==> src/rtl/ep0_in_ctl_pkg.sv <==
package ep0_in_ctl_pkg;

    localparam int CSR_W      = 32;
    localparam int ARM_BIT    = 31;
    localparam int STOP_BIT   = 30;
    localparam int NAKSET_BIT = 27;
    localparam int NAKCLR_BIT = 26;

    // Stored endpoint state, including the registered interrupt pulses
    typedef struct packed {
        logic armed;
        logic stop;
        logic nak;
        logic irq_xfer;
        logic irq_dis;
    } ep_state_t;

    // Decoded software commands for one write
    typedef struct packed {
        logic arm;
        logic stop;
        logic nak_on;
        logic nak_off;
    } ep_cmd_t;

endpackage

==> src/rtl/ep0_in_ctl_dec.sv <==
module ep0_in_ctl_dec
    import ep0_in_ctl_pkg::*;
#(
    parameter int W = CSR_W
) (
    input  logic         we,
    input  logic [W-1:0] wdata,
    output ep_cmd_t      cmd
);

    always_comb begin
        cmd.arm     = we & wdata[ARM_BIT];
        cmd.stop    = we & wdata[STOP_BIT];
        cmd.nak_on  = we & wdata[NAKSET_BIT];
        cmd.nak_off = we & wdata[NAKCLR_BIT];
    end

endmodule

==> src/rtl/ep0_in_ctl_core.sv <==
module ep0_in_ctl_core
    import ep0_in_ctl_pkg::*;
(
    input  logic      clk,
    input  logic      rst_n,
    input  ep_cmd_t   cmd,
    input  logic      xfer_done,
    input  logic      stop_ack,
    input  logic      setup_rx,
    output ep_state_t st_q
);

    ep_state_t st_d;
    logic      stop_cpl;
    logic      xfer_cpl;

    always_comb begin
        // A completed stop takes precedence over a finished transfer
        stop_cpl = stop_ack & st_q.stop;
        xfer_cpl = xfer_done & st_q.armed & ~stop_cpl;

        st_d          = st_q;
        st_d.irq_xfer = xfer_cpl;
        st_d.irq_dis  = stop_cpl;

        if (stop_cpl || xfer_cpl) begin
            st_d.armed = 1'b0;
            st_d.stop  = 1'b0;
        end else begin
            if (cmd.arm)
                st_d.armed = 1'b1;
            if (cmd.stop && st_q.armed)
                st_d.stop = 1'b1;
        end

        if (setup_rx)
            st_d.nak = 1'b1;
        else if (cmd.nak_off)
            st_d.nak = 1'b0;
        else if (cmd.nak_on)
            st_d.nak = 1'b1;
    end

    always_ff @(posedge clk or negedge rst_n) begin
        if (!rst_n)
            st_q <= '0;
        else
            st_q <= st_d;
    end


    xfer_irq_arm_clear_chk: assert property (@(posedge clk) disable iff (!rst_n)
        st_q.irq_xfer |-> !st_q.armed);


    dis_irq_clear_chk: assert property (@(posedge clk) disable iff (!rst_n)
        st_q.irq_dis |-> (!st_q.armed && !st_q.stop));


    irq_exclusive_chk: assert property (@(posedge clk) disable iff (!rst_n)
        !(st_q.irq_dis && st_q.irq_xfer));


    stop_needs_arm_chk: assert property (@(posedge clk) disable iff (!rst_n)
        st_q.stop |-> st_q.armed);


    xfer_irq_pulse_chk: assert property (@(posedge clk) disable iff (!rst_n)
        st_q.irq_xfer |=> !st_q.irq_xfer);


    setup_nak_chk: assert property (@(posedge clk) disable iff (!rst_n)
        setup_rx |=> st_q.nak);


    arm_hold_chk: assert property (@(posedge clk) disable iff (!rst_n)
        (st_q.armed && !xfer_done && !stop_ack) |=> st_q.armed);

endmodule

==> src/rtl/ep0_in_ctl.sv <==
module ep0_in_ctl
    import ep0_in_ctl_pkg::*;
#(
    parameter int W = CSR_W
) (
    input  logic         clk,
    input  logic         rst_n,
    input  logic         csr_we,
    input  logic [W-1:0] csr_wdata,
    output logic [W-1:0] csr_rdata,
    input  logic         eng_xfer_done,
    input  logic         eng_stop_ack,
    input  logic         eng_setup_rx,
    output logic         ep_armed,
    output logic         ep_stop_pend,
    output logic         ep_nak,
    output logic         irq_xfer_done,
    output logic         irq_ep_disabled
);

    ep_cmd_t   cmd;
    ep_state_t st_q;

    ep0_in_ctl_dec #(.W(W)) u_dec (
        .we    (csr_we),
        .wdata (csr_wdata),
        .cmd   (cmd)
    );

    ep0_in_ctl_core u_core (
        .clk       (clk),
        .rst_n     (rst_n),
        .cmd       (cmd),
        .xfer_done (eng_xfer_done),
        .stop_ack  (eng_stop_ack),
        .setup_rx  (eng_setup_rx),
        .st_q      (st_q)
    );

    // Only the arm and stop bits are visible; every other bit reads zero
    always_comb begin
        csr_rdata           = '0;
        csr_rdata[ARM_BIT]  = st_q.armed;
        csr_rdata[STOP_BIT] = st_q.stop;
    end

    assign ep_armed        = st_q.armed;
    assign ep_stop_pend    = st_q.stop;
    assign ep_nak          = st_q.nak;
    assign irq_xfer_done   = st_q.irq_xfer;
    assign irq_ep_disabled = st_q.irq_dis;

endmodule

==> config.mk <==
export PLATFORM = sky130hd
export DESIGN_NAME = ep0_in_ctl
export DESIGN_NICKNAME = d
export VERILOG_FILES = /design/src/rtl/ep0_in_ctl_pkg.sv /design/src/rtl/ep0_in_ctl_dec.sv /design/src/rtl/ep0_in_ctl_core.sv /design/src/rtl/ep0_in_ctl.sv
export SDC_FILE = /design/constraint.sdc
export NUM_CORES = 1
export LEC_CHECK = 0
export BUFFER_PORTS_ARGS = -buffer_cell sky130_fd_sc_hd__buf_2
export CELL_PAD_IN_SITES_DETAIL_PLACEMENT = 1
export CELL_PAD_IN_SITES_GLOBAL_PLACEMENT = 2
export CORE_MARGIN = 10
export CORE_UTILIZATION = 12
export CTS_CLUSTER_SIZE = 10
export DETAILED_ROUTE_END_ITERATION = 16
export PLACE_DENSITY = 0.93
export SETUP_SLACK_MARGIN = 0.5
export SYNTH_ARGS = -nofsm -noshare
export SYNTH_HDL_FRONTEND = slang
export SYNTH_SLANG_ARGS = --single-unit
==> constraint.sdc <==
create_clock -name clk -period 2.7 [get_ports clk]
set_input_delay 0 -clock clk [delete_from_list [all_inputs] [get_ports clk]]
set_output_delay 0 -clock clk [all_outputs]
set_load 0.05 [all_outputs]
==> results of run 1 <==
[layout by cell type, fill, tap and decap left out, types with 2 or more instances in the layout]
cell and instances:
dfrtp_1 5, clkbuf_8 3, a21o_1 2, or3b_1 2, dlygate4sd3_1 2, nand2_1 2
buf_2 16, conb_1 30
[cell type report]
class	instances	area, sq um
Fill cell	458	3160
Multi-Input combinational cell	43	203
Sequential cell	5	125
Timing Repair Buffer	18	100
Tap cell	48	60.1
Clock buffer	4	45.0
[where the power goes]
group          internal [uW]  switching, uW  leakage [uW]
Clock                    101           36.0     0.0000228
Combinational           19.4            140      0.000209
Sequential              81.7           5.76     0.0000634
Total                    202            182      0.000295
[worst paths after layout]
check                           slack, ns                       start                    endpoint
worst min-delay path                 0.03               eng_xfer_done  u_core.st_q[3]$_DFFE_PN0P_
max in group asynchronous            2.44                       rst_n  u_core.st_q[2]$_DFFE_PN0P_
worst min register to register       0.54  u_core.st_q[2]$_DFFE_PN0P_  u_core.st_q[2]$_DFFE_PN0P_
min in group asynchronous            0.13                       rst_n  u_core.st_q[4]$_DFFE_PN0P_
worst max-delay path                 1.72  u_core.st_q[4]$_DFFE_PN0P_  u_core.st_q[3]$_DFFE_PN0P_
worst max register to register       1.72  u_core.st_q[4]$_DFFE_PN0P_  u_core.st_q[3]$_DFFE_PN0P_
[stage by stage]
step                utilization, %  total power, uW
floorplan                        -              261
global placement              12.7              243
detailed placement            12.7              245
CTS                           14.5              387
global route                  14.5              404
finish                        14.5              385
[critical path, stage by stage (launching register included)]
cell and delay (ns):
dfrtp_1 0.43, or3b_1 0.41, o211ai_2 0.07
[per-layer routing]
layer / routed length (um) / track usage (%)
met1: 387 / 2.67
met2: 574 / 5.25
met3: 179 / 1.31
met4: 26 / 3.06
met5: 0 / 0
[logic make-up after synthesis]
kind of cell	after synthesis
buf+inv	32
compound gates	4
simple gates	9
flops	5
other cells	1
[Yosys cell counts]
master,number,area (sq um)
o211ai_2,1,12.5
and2_1,1,6.26
nand4b_1,1,8.76
dfrtp_1,5,125
buf_4,32,240
nand2_1,2,7.51
a21o_1,2,15.0
nand2b_1,1,6.26
or3b_1,2,17.5
nor2_1,1,3.75
conb_1,1,3.75
nand3b_1,1,7.51
a21oi_1,1,5.00
[what timing repair did]
item	4_1_cts	5_1_grt
gates resized for setup	0	0
hold endpoints to repair	6	0
hold buffers	2	0
==> flow_summary_export.csv, run 1 <==
group,metric,value,unit
pwr,powerDensity,721,mW/mm^2
synth,seq_area_frac_synth,27.2,%
floorplanning,die_x,81.9,um
clock_tree,cts_buffers,3,
global_route,overflow,0,
floorplanning,rows,22,
timing,slew_viol_final,0,
synth,synth_xor_area_share,0,%
floorplanning,die_area,0.00670,sq mm
detailed_routing,drt_first_pass_iters,3,
detailed_routing,totalWireLength,1170,um
placed_design,post-dp-hpwl,1030,um
synth,synthMuxAreaShare,0,%
synth,ys.warnings.count,0,
clock_tree,htree_levels,1,
placed_design,port_buffers,16,
synth,netlist_instances,51,
setup_path,start_kind,"flip-flop",
timing,finalCritPeriodShare,36.3,%
timing,layout_setup_ws,1.72,ns
finish,top_regs,"u_core.st_q (5)",
finish,drive_gt1_share,28.6,%
global_route,antenna_found_initial,0,
setup_path,arrival,1.12,ns
global_route,grt_pass1_vias,333,
setup_path,end_kind,"flip-flop",
min_path,whs_path_depth,2,
placed_design,dp_slack,1.71,ns
detailed_routing,vias_per_cell,2.57,
pwr,p_leak,0.000295,uW
global_route,gr-usage-all-layers,3.10,%
setup_path,worstSetupPathType,"reg -> reg",
setup_path,reg2reg_depth,2,
clock_tree,cts.clk_slew.worst_paths,0.03,ns
timing,rsz0062_at_grt,"no",
timing,min_period,0.981,ns
clock_tree,cts_tree,"built",
clock_tree,root_buffer,"clkbuf_8",
finish,antenna_cells,0,
finish,regMostFlops,"u_core.st_q",
placed_design,placed_cell_area,468,sq um
synth,synth_area_per_cell,9.00,sq um
clock_tree,cts.sinks,5,
timing,hold_viol,0,
setup_path,cp_max_fo,7,
synth,synth_top_family_by_area,"buffers and inverters",
placed_design,placed_cells,112,
floorplanning,core_area,0.00369,sq mm
timing,fmax,1020,MHz
synth,synth_cell_types,13,
clock_tree,post-cts-setup-buffers,0,
finish,final_area,533,sq um
floorplanning,num_io_pins,75,
synth,synth-compound-area-share,7.08,%
synth,netlist_area,459,sq um
flow_run,maxCapViolations,0,
finish,largest_reg_flops,5,
finish,finalNetCount,109,
finish,fin_cells,118,
setup_path,worstPathRequired,2.84,ns
synth,synth-seq-cells,5,
synth,synth-adder-area-share,0,%
detailed_routing,remaining_drc_errors,0,
floorplanning,initial_core_util,12.4,%
detailed_routing,antenna_left,0,
timing,finalSetupTns,0,ns
clock_tree,cts_buffer_depth,2,
pwr,ir_drop,76.4,uV
timing,skew,0.000579,ns
min_path,hp-class,"in -> reg",
detailed_routing,route.vias.total,303,
floorplanning,fp.dieH,81.9,um
clock_tree,worstSkewPairLatency,0.22,ns
synth,synthSimpleGateAreaFrac,12.5,%
timing,setup_viol,0,
detailed_routing,wire_per_inst,9.90,um
detailed_routing,drt_iter0_drc,5,
global_route,grt_max_degree,8,
outcome,status,"completed",
placed_design,gp_congestion,0.719,
global_route,grt_pass1_wl,1560,um
timing,timing.hold.ws,0.0326,ns
finish,area_growth,16.1,%
Power figures use the tool's default switching activity.
==> run 2, diff against run 1 <==
Settings changed: CORE_UTILIZATION 12 to 10, PLACE_DENSITY 0.93 to 0.84.
Clock period 2.7 ns to 0.8 ns, I/O delays scaled along.
==> run 2 against run 1 <==
Effect of this change:
- the run now ends with hold timing, setup timing left
- register-to-register slack worse by 2.0 ns
- die area up 15%
- sequential cell count stayed put
- global-route usage up 0.28 points
- worst setup slack worse by 2.0 ns
- first-iteration DRC count grew 40%
- design area increased by 22%
- wire length grew 12%
- combinational power rose to 4.2 times the previous value
==> flow_summary_export.csv, run 2 (synthesis gave the netlist of run 1 again) <==
group,metric,value,unit
outcome,status,"finished with violations",
outcome,violations,"hold timing, setup timing",
global_route,top_usage_layer,"met2",
finish,seq_area,131,sq um
setup_path,crit_chain,"buf_4 -> or3b_1 -> o211ai_2",
finish,multi_input_area,210,sq um
detailed_routing,drt_first_pass_iters,2,
clock_tree,worstSkewPairLatency,0.23,ns
floorplanning,initial_core_util,10.4,%
timing,rsz0062_at_grt,"yes",
detailed_routing,vias_per_cell,2.59,
detailed_routing,antenna_left,0,
clock_tree,cts.clk_slew.worst_paths,0.04,ns
timing,fmax,967,MHz
global_route,grt_util_met3,1.95,%
placed_design,gp_congestion,0.622,
global_route,antenna_found_initial,0,
setup_path,start_kind,"flip-flop",
global_route,gr-usage-all-layers,3.38,%
setup_path,end_kind,"flip-flop",
clock_tree,cts.sinks,5,
finish,largest_reg_flops,5,
pwr,powerDensity,2240,mW/mm^2
finish,drive_gt1_share,43.8,%
setup_path,worstPathRequired,0.94,ns
finish,antenna_cells,0,
floorplanning,die_x,87.8,um
detailed_routing,wire_per_inst,10.5,um
pwr,ir_drop,277,uV
detailed_routing,drt_iter0_drc,7,
timing,finalCritPeriodShare,129,%
floorplanning,rows,24,
setup_path,critPathBufInv,1,
pwr,p_leak,0.000324,uW
timing,slew_viol_final,0,
floorplanning,die_area,0.00770,sq mm
finish,top_regs,"u_core.st_q (5)",
placed_design,port_buffers,16,
global_route,grt_util_met2,5.36,%
min_path,hp-class,"in -> reg",
finish,area_growth,41.1,%
global_route,grt_max_degree,6,
flow_run,maxCapViolations,0,
placed_design,placed_cell_area,502,sq um
finish,fin_util,14.7,%
global_route,overflow,0,
finish,regMostFlops,"u_core.st_q",
setup_path,arrival,1.18,ns
timing,min_period,1.03,ns
timing,hold_viol,1,
detailed_routing,route.vias.total,324,
setup_path,cp_max_fo,2,
setup_path,worstSetupPathType,"reg -> reg",
clock_tree,cts_buffer_depth,2,
timing,timing.hold.ws,-0.0407,ns
placed_design,dp_slack,-0.113,ns
timing,layout_setup_ws,-0.234,ns
clock_tree,root_buffer,"clkbuf_8",
clock_tree,htree_levels,1,
finish,fillers,539,
detailed_routing,totalWireLength,1310,um
floorplanning,fp.dieH,87.8,um
timing,setup_viol,7,
global_route,grt_pass1_wl,1830,um
detailed_routing,remaining_drc_errors,0,
finish,fin_cells,125,
floorplanning,num_io_pins,75,
setup_path,crit_family,"flip-flops",
finish,layout_commonest_cell,"conb_1",
clock_tree,cts_buffers,3,
finish,final_area,648,sq um
placed_design,post-dp-hpwl,1160,um
setup_path,worst_path_largest_cell_delay,0.39,ns
floorplanning,core_area,0.00441,sq mm
global_route,grtUsageMet1,2.38,%
setup_path,cpMaxStageDelayCell,"dfrtp_2",
finish,mostFrequentLayoutCells,"conb_1, buf_2, buf_8",
clock_tree,hold_buffers,1,
finish,finalNetCount,112,
timing,skew,0.00192,ns
clock_tree,cts_tree,"built",
placed_design,placed_cells,119,
global_route,grt_pass1_vias,378,
==> run 2: cell types whose count changed in the layout (fill, tap and decap cells not counted), moves of 3 or more <==
cell | before | now
buf_2 | 16 | 8
buf_8 | 0 | 6
dfrtp_1 | 5 | 0
dfrtp_2 | 0 | 5
buf_4 | 0 | 3
buf_6 | 0 | 3
==> run 2: cell type report <==
type,count,share of cell area (%)
Clock buffer,4,6.95
Multi-Input combinational cell,43,32.4
Sequential cell,5,20.3
Tap cell,52,10.0
Timing Repair Buffer,21,30.3
==> run 2: layer usage <==
layer / wire [um] / share of wire (%)
met5: 0 / 0
met4: 75 / 5.7
met3: 216 / 17
met2: 632 / 48
met1: 384 / 29
==> run 2: worst paths after layout <==
kind	from	end	slack [ns]	cells after the start
worst min register to register	u_core.st_q[2]$_DFFE_PN0P_	u_core.st_q[2]$_DFFE_PN0P_	0.57	2
max in group asynchronous	rst_n	u_core.st_q[1]$_DFF_PN0_	0.56	2
worst max register to register	u_core.st_q[4]$_DFFE_PN0P_	u_core.st_q[3]$_DFFE_PN0P_	-0.23	3
worst max-delay path	u_core.st_q[4]$_DFFE_PN0P_	u_core.st_q[3]$_DFFE_PN0P_	-0.23	3
worst min-delay path	eng_setup_rx	u_core.st_q[2]$_DFFE_PN0P_	-0.04	2
min in group asynchronous	rst_n	u_core.st_q[0]$_DFF_PN0_	0.12	2
==> run 2: through the flow <==
step                TNS, ns  power (uW)
CTS                   -1.06        1450
detailed placement   -0.343         860
global placement     -0.247         853
global route          -1.24        1510
floorplan            -0.599         891
finish                -1.03        1450
==> run 2: report_power, final <==
group	total, uW	leakage [uW]	switching (uW)	internal, uW
Combinational	675	0.000244	506	169
Clock	478	0.0000228	135	343
Sequential	296	0.0000569	16.7	280
==> run 2: timing repair <==
action                                  4_1_cts  5_1_grt
setup buffers                                 1        0
pin swaps                                     1        0
endpoints found under the setup margin       12       17
hold endpoints to repair                      6        1
resized for setup                            25        2
==> run 3, diff against run 2 <==
Settings changed: ABC_AREA from default to 1, BUFFER_PORTS_ARGS -buffer_cell sky130_fd_sc_hd__buf_2 to -buffer_cell sky130_fd_sc_hd__buf_4, PLACE_DENSITY 0.84 to 0.88.
==> run 3 against run 2 <==
Effect of this change:
- synthesized area down 4.1%
- design area is 6.4% lower
- wire length fell by 1.8%
- the flow still finishes with violations (hold timing, setup timing)
- non-clock buffer count is 4 lower
- highest routed layer unchanged
- synthesized cell count is 7.8% higher
- critical path type is now reg -> out
==> flow_summary_export.csv, run 3 <==
group,metric,value,unit
outcome,status,"finished with violations",
outcome,violations,"hold timing, setup timing",
finish,fin_util,14.0,%
pwr,clkPwrFrac,21.5,%
synth,synth-edff-count,0,
timing,hold_viol,1,
detailed_routing,remaining_drc_errors,0,
placed_design,gp_congestion,0.672,
setup_path,worstSetupPathType,"reg -> out",
synth,synth_top_cells_by_count,"buf_4, nand2_1, dfrtp_1, inv_1, nor2_1",
finish,finalNetCount,112,
floorplanning,initial_core_util,10.2,%
setup_path,crit_chain,"buf_6",
setup_path,worst_path_largest_cell_delay,0.44,ns
placed_design,dp_slack,0.0149,ns
synth,synthArstFlopShare,100,%
synth,synth_area_per_cell,8.01,sq um
setup_path,path_depth,1,
floorplanning,die_area,0.00746,sq mm
pwr,powerDensity,3660,mW/mm^2
synth,ys.warnings.count,0,
detailed_routing,wire_per_inst,10.3,um
setup_path,rrSetupSlack,0.02,ns
global_route,top_usage_layer,"met2",
setup_path,start_kind,"flip-flop",
setup_path,crit_family,"flip-flops",
placed_design,placed_cell_area,500,sq um
setup_path,r2r-end,"u_core.st_q[3]$_DFFE_PN0P_",
pwr,ir_drop,810,uV
detailed_routing,antenna_left,0,
clock_tree,cts.clk_slew.worst_paths,0.04,ns
global_route,grt_pass1_vias,376,
clock_tree,post-cts-setup-buffers,0,
clock_tree,root_buffer,"clkbuf_8",
clock_tree,cts_buffer_depth,2,
synth,synth-seq-cells,5,
setup_path,critPathBufInv,1,
setup_path,arrival,0.84,ns
pwr,switching_share,53.0,%
floorplanning,core_area,0.00432,sq mm
placed_design,post-dp-hpwl,1150,um
timing,fmax,1190,MHz
finish,layout_commonest_cell,"conb_1",
global_route,overflow,0,
global_route,grt_max_degree,6,
clock_tree,cts.sinks,5,
synth,synth_cell_types,9,
clock_tree,cts_tree,"built",
setup_path,reg2reg_depth,3,
synth,synth_flop_cell,"dfrtp_1",
pwr,seqPwrFrac,20.6,%
detailed_routing,totalWireLength,1290,um
floorplanning,num_io_pins,75,
setup_path,worstPathRequired,0.80,ns
finish,regMostFlops,"u_core.st_q",
timing,skew,0.000635,ns
synth,yosys-top-cells-area,"buf_4, dfrtp_1, nand2_1",
floorplanning,rows,24,
finish,final_area,607,sq um
floorplanning,die_x,86.4,um
detailed_routing,vias_per_cell,2.39,
setup_path,r2r-start,"u_core.st_q[4]$_DFFE_PN0P_",
global_route,antenna_found_initial,0,
detailed_routing,route.vias.total,299,
clock_tree,htree_levels,1,
flow_run,maxCapViolations,0,
setup_path,end_kind,"output port",
pwr,p_leak,0.000320,uW
placed_design,port_buffers,16,
min_path,hp-class,"in -> reg",
synth,synth.most_common_cell,"buf_4",
setup_path,endpoint,"csr_rdata[31]",
detailed_routing,drt_iter0_drc,9,
global_route,grt_util_met2,5.70,%
setup_path,cp_max_fo,5,
finish,area_growth,37.8,%
timing,setup_viol,4,
clock_tree,hold_buffers,1,
finish,largest_reg_flops,5,
finish,antenna_cells,0,
timing,min_period,0.838,ns
finish,mostFrequentLayoutCells,"conb_1, buf_4, nand2_2",
clock_tree,worstSkewPairLatency,0.22,ns
floorplanning,fp.dieH,86.4,um
clock_tree,cts_buffers,3,
pwr,comb_power_share,57.8,%
synth,synth_area_leader_cell,"buf_4",
setup_path,cpMaxStageDelayCell,"dfrtp_2",
timing,finalCritPeriodShare,105,%
global_route,grtUsageMet1,2.86,%
timing,slew_viol_final,0,
setup_path,worstSetupStartpoint,"u_core.st_q[4]$_DFFE_PN0P_",
synth,seq_area_frac_synth,28.4,%
global_route,grt_util_met3,1.31,%
finish,top_regs,"u_core.st_q (5)",
timing,layout_setup_ws,-0.0377,ns
finish,drive_gt1_share,46.6,%
timing,timing.hold.ws,-0.0333,ns
timing,rsz0062_at_grt,"yes",
detailed_routing,drt_first_pass_iters,4,
global_route,gr-usage-all-layers,3.42,%
synth,netlist_area,440,sq um
synth,netlist_instances,55,
pwr,p_int,1040,uW
synth,synth_top_area_share,54.5,%
global_route,grt_pass1_wl,1860,um
pwr,p_switching,1180,uW
-- run 3: cell types whose count changed after synthesis --
cell      previous run  this run
nand4b_1             1         0
nor2_1               1         2
a21o_1               2         0
nand3_1              0         1
nand2b_1             1         0
nand3b_1             1         0
a21oi_2              0         1
inv_1                0         4
nand2_1              2         8
and2_1               1         0
o211ai_2             1         0
or3b_1               2         0
-- run 3: worst min-delay path by stage --
stage	endpoint	slack, ns	startpoint	cells after the start
finish	u_core.st_q[2]$_DFFE_PN0P_	-0.03	eng_setup_rx	3
global route	u_core.st_q[2]$_DFFE_PN0P_	-0.02	eng_setup_rx	3
CTS	u_core.st_q[2]$_DFFE_PN0P_	-0.02	eng_setup_rx	3
detailed placement	u_core.st_q[2]$_DFFE_PN0P_	-0.19	rst_n	1
global placement	u_core.st_q[2]$_DFFE_PN0P_	-0.20	rst_n	1
floorplan	u_core.st_q[0]$_DFF_PN0_	-0.30	rst_n	0
-- run 3: stage by stage --
stage,std cells,hold WS (ns),setup TNS (ns),power [uW]
6_report,125,-0.0333,-0.126,2220
2_1_floorplan,84,-0.296,-0.200,1460
3_5_place_dp,120,-0.194,0,1580
5_1_grt,125,-0.0151,-0.310,2350
4_1_cts,125,-0.0189,-0.160,2220
3_3_place_gp,120,-0.197,0,1570
-- run 3: power groups by stage --
stage	clock, uW	sequential (uW)	combinational [uW]
4_1_cts	497	458	1270
2_1_floorplan	0	683	778
3_5_place_dp	0	427	1160
6_report	479	459	1290
5_1_grt	529	475	1350
3_3_place_gp	0	428	1140
-- run 3: per-layer routing --
metal | part of all wire, % | up-vias
li1 | - | 138
met1 | 34 | 131
met2 | 53 | 25
met3 | 7.5 | 5
met4 | 4.8 | 0
met5 | 0 | -
-- run 3: logic make-up (layout without fill, tap and decap cells) --
family / Yosys count / count (layout) / share of synthesized area, %
compound gates: 2 / 2 / 3.12
simple gates: 11 / 11 / 9.66
other cells: 1 / 30 / 0.851
buf+inv: 36 / 25 / 58.0
flops: 5 / 5 / 28.4
-- run 3: cell type report --
class                   instances  area [sq um]
well taps                      52          65.1
fillers                       537          3720
inverters                       4          15.0
repair buffers                 17           164
multi-input cells              43           186
flip-flops and latches          5           131
clock buffers                   4          45.0
-- run 3: repair_timing --
item / 4_1_cts / 5_1_grt
gates cloned: 0 / 0
resized for setup: 12 / 6
hold endpoints to repair: 7 / 1
pin swaps: 1 / 2
setup endpoints to repair: 12 / 12
